==> config.mk <==
export PLATFORM = sky130hd
export DESIGN_NAME = tdc_slot_mux
export DESIGN_NICKNAME = d
export VERILOG_FILES = /design/src/rtl/tdcmux_pkg.sv /design/src/rtl/tdcmux_seq.sv /design/src/rtl/tdcmux_slot_src.sv /design/src/rtl/tdc_slot_mux.sv
export SDC_FILE = /design/constraint.sdc
export NUM_CORES = 1
export LEC_CHECK = 0
export ABC_AREA = 1
export BUFFER_PORTS_ARGS = -buffer_cell sky130_fd_sc_hd__buf_2
export CELL_PAD_IN_SITES_DETAIL_PLACEMENT = 0
export CELL_PAD_IN_SITES_GLOBAL_PLACEMENT = 1
export CORE_AREA = 2 2 241 243
export CTS_CLUSTER_SIZE = 25
export DETAILED_ROUTE_END_ITERATION = 7
export DIE_AREA = 0 0 243 245
export GPL_TIMING_DRIVEN = 0
export HOLD_SLACK_MARGIN = 0.15
export PLACE_DENSITY = 0.55
export RECOVER_POWER = 25
export SETUP_SLACK_MARGIN = 0.1
export SYNTH_ARGS = -nofsm -noshare
export SYNTH_HDL_FRONTEND = slang
export SYNTH_SLANG_ARGS = --single-unit
==> constraint.sdc <==
create_clock -name clk -period 2.9 [get_ports clk]
set_input_delay 0 -clock clk [delete_from_list [all_inputs] [get_ports clk]]
set_output_delay 0 -clock clk [all_outputs]
set_load 0.1 [all_outputs]
==> src/rtl/tdcmux_pkg.sv <==
package tdcmux_pkg;
   localparam logic [7:0] K_TOKEN   = 8'hBC;
   localparam logic [3:0] PH_TAG    = 4'hF;
   localparam int         PH_IDX_W  = 5;
   localparam int         LANE_W    = 8;
endpackage

==> src/rtl/tdcmux_seq.sv <==
module tdcmux_seq #(
   parameter int N_IN  = 18,
   parameter int BYTES = 4,
   localparam int IDX_W  = (N_IN > 1) ? $clog2(N_IN) : 1,
   localparam int BIDX_W = $clog2(BYTES)
) (
   input  logic              clk,
   input  logic              rst_n,
   input  logic              out_ready,
   output logic              running,
   output logic              is_tok,
   output logic [IDX_W-1:0]  slot,
   output logic [BIDX_W-1:0] bidx,
   output logic              adv,
   output logic              slot_last,
   output logic              enter_slot,
   output logic [IDX_W-1:0]  enter_idx
);
   localparam logic [IDX_W-1:0]  LAST_SLOT = IDX_W'(N_IN - 1);
   localparam logic [BIDX_W-1:0] LAST_B    = BIDX_W'(BYTES - 1);

   always_comb begin
      adv        = running & out_ready;
      slot_last  = !is_tok && (bidx == LAST_B);
      enter_slot = adv && (is_tok || (slot_last && slot != LAST_SLOT));
      enter_idx  = is_tok ? '0 : IDX_W'(slot + 1'b1);
   end

   always_ff @(posedge clk) begin
      if (!rst_n) begin
         running <= 1'b0;
         is_tok  <= 1'b1;
         slot    <= '0;
         bidx    <= '0;
      end else begin
         running <= 1'b1;
         if (adv) begin
            if (is_tok) begin
               is_tok <= 1'b0;
               slot   <= '0;
               bidx   <= '0;
            end else if (bidx == LAST_B) begin
               bidx <= '0;
               if (slot == LAST_SLOT) is_tok <= 1'b1;
               else                   slot   <= IDX_W'(slot + 1'b1);
            end else begin
               bidx <= BIDX_W'(bidx + 1'b1);
            end
         end
      end
   end
endmodule

==> src/rtl/tdcmux_slot_src.sv <==
module tdcmux_slot_src
   import tdcmux_pkg::*;
#(
   parameter int N_IN   = 18,
   parameter int WORD_W = 32,
   localparam int IDX_W = (N_IN > 1) ? $clog2(N_IN) : 1
) (
   input  logic                   clk,
   input  logic                   rst_n,
   input  logic [N_IN-1:0]        in_valid,
   input  logic [N_IN*WORD_W-1:0] in_data,
   input  logic [IDX_W-1:0]       slot,
   input  logic                   enter_slot,
   input  logic [IDX_W-1:0]       enter_idx,
   input  logic                   adv,
   input  logic                   slot_last,
   output logic [WORD_W-1:0]      word,
   output logic [N_IN-1:0]        in_ready
);
   logic              take_q;
   logic [WORD_W-1:0] ph_word;

   always_ff @(posedge clk) begin
      if (!rst_n)          take_q <= 1'b0;
      else if (enter_slot) take_q <= in_valid[enter_idx];
   end

   always_comb begin
      ph_word                      = '0;
      ph_word[WORD_W-1 -: 4]       = PH_TAG;
      ph_word[PH_IDX_W-1:0]        = PH_IDX_W'(slot);
      word = take_q ? in_data[int'(slot)*WORD_W +: WORD_W] : ph_word;
   end

   for (genvar i = 0; i < N_IN; i++) begin : g_pop
      assign in_ready[i] = adv && slot_last && take_q && (slot == IDX_W'(i));
   end
endmodule

==> src/rtl/tdc_slot_mux.sv <==
module tdc_slot_mux
   import tdcmux_pkg::*;
#(
   parameter int N_IN   = 18,
   parameter int WORD_W = 32
) (
   input  logic                   clk,
   input  logic                   rst_n,
   input  logic [N_IN-1:0]        in_valid,
   input  logic [N_IN*WORD_W-1:0] in_data,
   output logic [N_IN-1:0]        in_ready,
   output logic                   out_valid,
   input  logic                   out_ready,
   output logic [7:0]             out_byte,
   output logic                   out_ctrl
);
   localparam int BYTES  = WORD_W / LANE_W;
   localparam int IDX_W  = (N_IN > 1) ? $clog2(N_IN) : 1;
   localparam int BIDX_W = $clog2(BYTES);

   if (N_IN < 1 || N_IN > (1 << PH_IDX_W)) begin : g_bad_n
      $error("N_IN must lie in 1..32 so the placeholder index fits");
   end
   if (WORD_W % LANE_W != 0 || BYTES < 2 || (BYTES & (BYTES - 1)) != 0) begin : g_bad_w
      $error("WORD_W must be a power-of-two count of bytes, at least two");
   end

   logic              running, is_tok, adv, slot_last, enter_slot;
   logic [IDX_W-1:0]  slot, enter_idx;
   logic [BIDX_W-1:0] bidx;
   logic [WORD_W-1:0] word;
   logic [7:0]        lane [BYTES];

   tdcmux_seq #(.N_IN(N_IN), .BYTES(BYTES)) u_seq (
      .clk(clk), .rst_n(rst_n), .out_ready(out_ready),
      .running(running), .is_tok(is_tok), .slot(slot), .bidx(bidx),
      .adv(adv), .slot_last(slot_last),
      .enter_slot(enter_slot), .enter_idx(enter_idx)
   );

   tdcmux_slot_src #(.N_IN(N_IN), .WORD_W(WORD_W)) u_src (
      .clk(clk), .rst_n(rst_n), .in_valid(in_valid), .in_data(in_data),
      .slot(slot), .enter_slot(enter_slot), .enter_idx(enter_idx),
      .adv(adv), .slot_last(slot_last), .word(word), .in_ready(in_ready)
   );

   for (genvar b = 0; b < BYTES; b++) begin : g_lane
      assign lane[b] = word[WORD_W-1-LANE_W*b -: LANE_W];
   end

   assign out_valid = running;
   assign out_ctrl  = is_tok;
   assign out_byte  = is_tok ? K_TOKEN : lane[bidx];
endmodule

==> results.ini <==
[worst_setup_path]
reg2reg_to=u_src.take_q
end_kind=flip-flop
slowest_stage=dfxtp_4
slowest_delay_ps=390
ff2ff_setup_slack_ps=230
critPathKind=reg -> reg
worstPathRequired_ps=3030
worstRegToRegCells=16
crit_buf_inv=7
crit_path_max_fanout=11
critical_path.reg2reg.startpoint=u_seq.slot[0]
arrival_ps=2800
critPathLaunchType=flip-flop
cp_cell_sequence=inv_4, buf_6, buf_6, buf_4, buf_4, ha_1, inv_1, nor2_2, inv_2, nor2_1, o21ai_0, o21ai_0, o211ai_1, nand2_1, nand2_1, a21oi_1
crit_family=buffers and inverters

[clocking]
insertion_delay_ps=240
path_clk_slew_ps=40
cts-buffers-inserted=3
cts_tree=done
cts_sinks=10
clockBufferDepth=2
h-tree-depth=1
cts_root_buf=clkbuf_16

[synth]
synth_top_cell_area_share_pct=28.7
postSynthCellCount=1560
synth.cell_area_um2=6870
seq_area_frac_synth_pct=2.91
ys_seq_elements=10
synth.area.top_cells=nand2_1 (29%), nor2_1 (21%), o21ai_0 (16%)
synth.distinct_cells=30
syn-mean-instance-area_um2=4.40
synth.largest_area_cell=nand2_1
syn_nets=2163
ys_warn_count=0

[floorplanning]
die_h_um=245
initial_core_util_pct=12.0
num_rows=88
fp.coreArea_um2=57000
boundaryPins=625
die_x_um=243
die-area_um2=59500

[placement]
io_buffers=624
hpwlAfterDp_um=58800
place.gp.congestion=0.962

[sta]
period_share_pct=92.2
worst_pin_slew_ps=1250
min_period_ps=2670
rsz0062_at_grt=true
maxSlewViolCount=0
hold_viol_final=0
fmax_ghz=0.374
max-slew-margin-rel_pct=17.1
setup_viol=0
clock-skew-final_ps=1.15

[routing]
first_iter_violations=742
vias_per_cell=4.36
routed_wl_um=69200
wl_per_cell_um=23.3
dr.pass1.iters=5
ant_nets=0
dr_total_vias=12939
drc=0

[global_routing]
grt_max_degree=12
grt_pass1_vias=13397
grt_usage_pct=21.9
grt_pass1_wl_um=94500
grt.overflow.total=0
antenna_found_initial=18

[cells_and_area]
utilization_pct=20.0
final_nets=2797
drive_gt1_share_pct=35.1
final_cell_mix=buf_2 (646), nand2_1 (524), nor2_1 (385), o21ai_0 (205), o21ai_1 (97)
area_growth_pct=66.3
mostFrequentLayoutCell=buf_2

[power_and_ir_drop]
power_density_nw_per_um2=140
pwr-share-comb_pct=73.1
p_int_mw=0.843
power.leakage_nw=6.41
p_sw_mw=0.761
pwr-share-seq_pct=9.3
clkPwrFrac_pct=17.7
irDropWorstVdd_uv=164
power_mw=1.60
swShare_pct=47.4

[worst_hold_path]
hold_path_class=in -> reg
worstHoldPathCells=3
hold_end=u_seq.bidx[1]
holdCritStartpoint=out_ready

[flow_run]
max_cap_violations=0

[status]
status=finished clean

-- flip-flops by register name, summed over array words and instances, names as in the netlist --
signal         cells
u_seq.running      1
u_src.take_q       1
u_seq.slot         5
u_seq.is_tok       1
u_seq.bidx         2
-- final cells by class --
class / instances / area (um2)
antenna: 7 / 17.5
buffer: 115 / 758
clock buffer: 4 / 88.8
fill: 6991 / 45600
inverter: 80 / 305
multi-input combinational: 1354 / 5860
sequential: 10 / 209
tap: 765 / 957
timing repair buffer: 630 / 3230
-- Yosys cell counts (all sizes together) --
cell	instances
nor3	4
ha	6
a31oi	2
a21o	1
dfxtp	10
o21ai	307
xor2	1
clkbuf	33
o22ai	25
mux2i	4
nand2	526
nor2	395
a211oi	2
o211ai	6
or2	1
a21oi	34
nand3	32
buf	83
inv	80
nor4	3
nand4	5
-- per-layer routing --
metal	global-route usage, %	part of all wire (%)	up-vias	wire (um)
met1	26.4	42	6049	29000
met3	3.47	5.8	70	4000
met5	0	0.19	-	131
li1	-	-	6251	-
met2	41.2	51	549	35000
met4	3.25	1.4	20	972
-- worst register-to-register path: stages, from the launching register on --
cell and delay [ps]:
dfxtp_4 390, inv_4 140, buf_6 190, buf_6 190
buf_4 250, buf_4 240, ha_1 250, inv_1 80
nor2_2 60, inv_2 140, nor2_1 60, o21ai_0 70
o21ai_0 120, o211ai_1 180, nand2_1 80, nand2_1 60
a21oi_1 60
-- through the flow --
step	hold WS (ps)	setup TNS [ps]	area [um2]	cells	setup slack [ps]
after floorplan	27.7	-1240	6900	1560	-129
after global placement	206	-4530	11000	2949	-709
after detailed placement	204	-4390	11000	2949	-669
after CTS	211	0	11300	2956	76.5
after global routing	249	0	11400	2961	77.3
final	218	0	11400	2965	226
-- power by group through the flow --
stage,Clock (mW),Combinational [mW],Sequential (mW)
global route,0.287,1.29,0.150
floorplan,0,0.457,0.163
detailed placement,0,1.17,0.152
global placement,0,1.16,0.152
finish,0.283,1.17,0.149
CTS,0.282,1.19,0.149
-- repair_timing --
action	4_1_cts	5_1_grt
cloned	0	1
hold buffers	1	0
setup endpoints to repair	29	9
pin swaps	0	2
gates resized for setup	89	44
buffers inserted	2	2
hold endpoints to repair	5	0
-- how the worst max path moves through the flow --
stage / startpoint / to / slack, ps / cells past startpoint
floorplan: u_seq.running / in_ready[0] / -130 / 6
global placement: u_seq.slot[0] / out_byte[0] / -710 / 12
detailed placement: u_seq.slot[0] / out_byte[0] / -670 / 12
CTS: u_seq.slot[1] / out_byte[2] / 80 / 15
global route: u_seq.slot[0] / out_byte[1] / 80 / 15
finish: u_seq.slot[0] / u_src.take_q / 230 / 16
-- logic make-up after synthesis --
| logic type | after synthesis | synth area share (%) |
|---|---|---|
| buffers and inverters | 196 | 13.1 |
| DFF | 10 | 2.91 |
| muxes | 4 | 0.583 |
| adders and majority gates | 6 | 1.09 |
| AOI/OAI and AO/OA | 377 | 28.3 |
| and+or+nand+nor | 966 | 53.9 |
| xor gates and xnor gates | 1 | 0.128 |
Note: power is estimated with default switching activity, not from simulation.
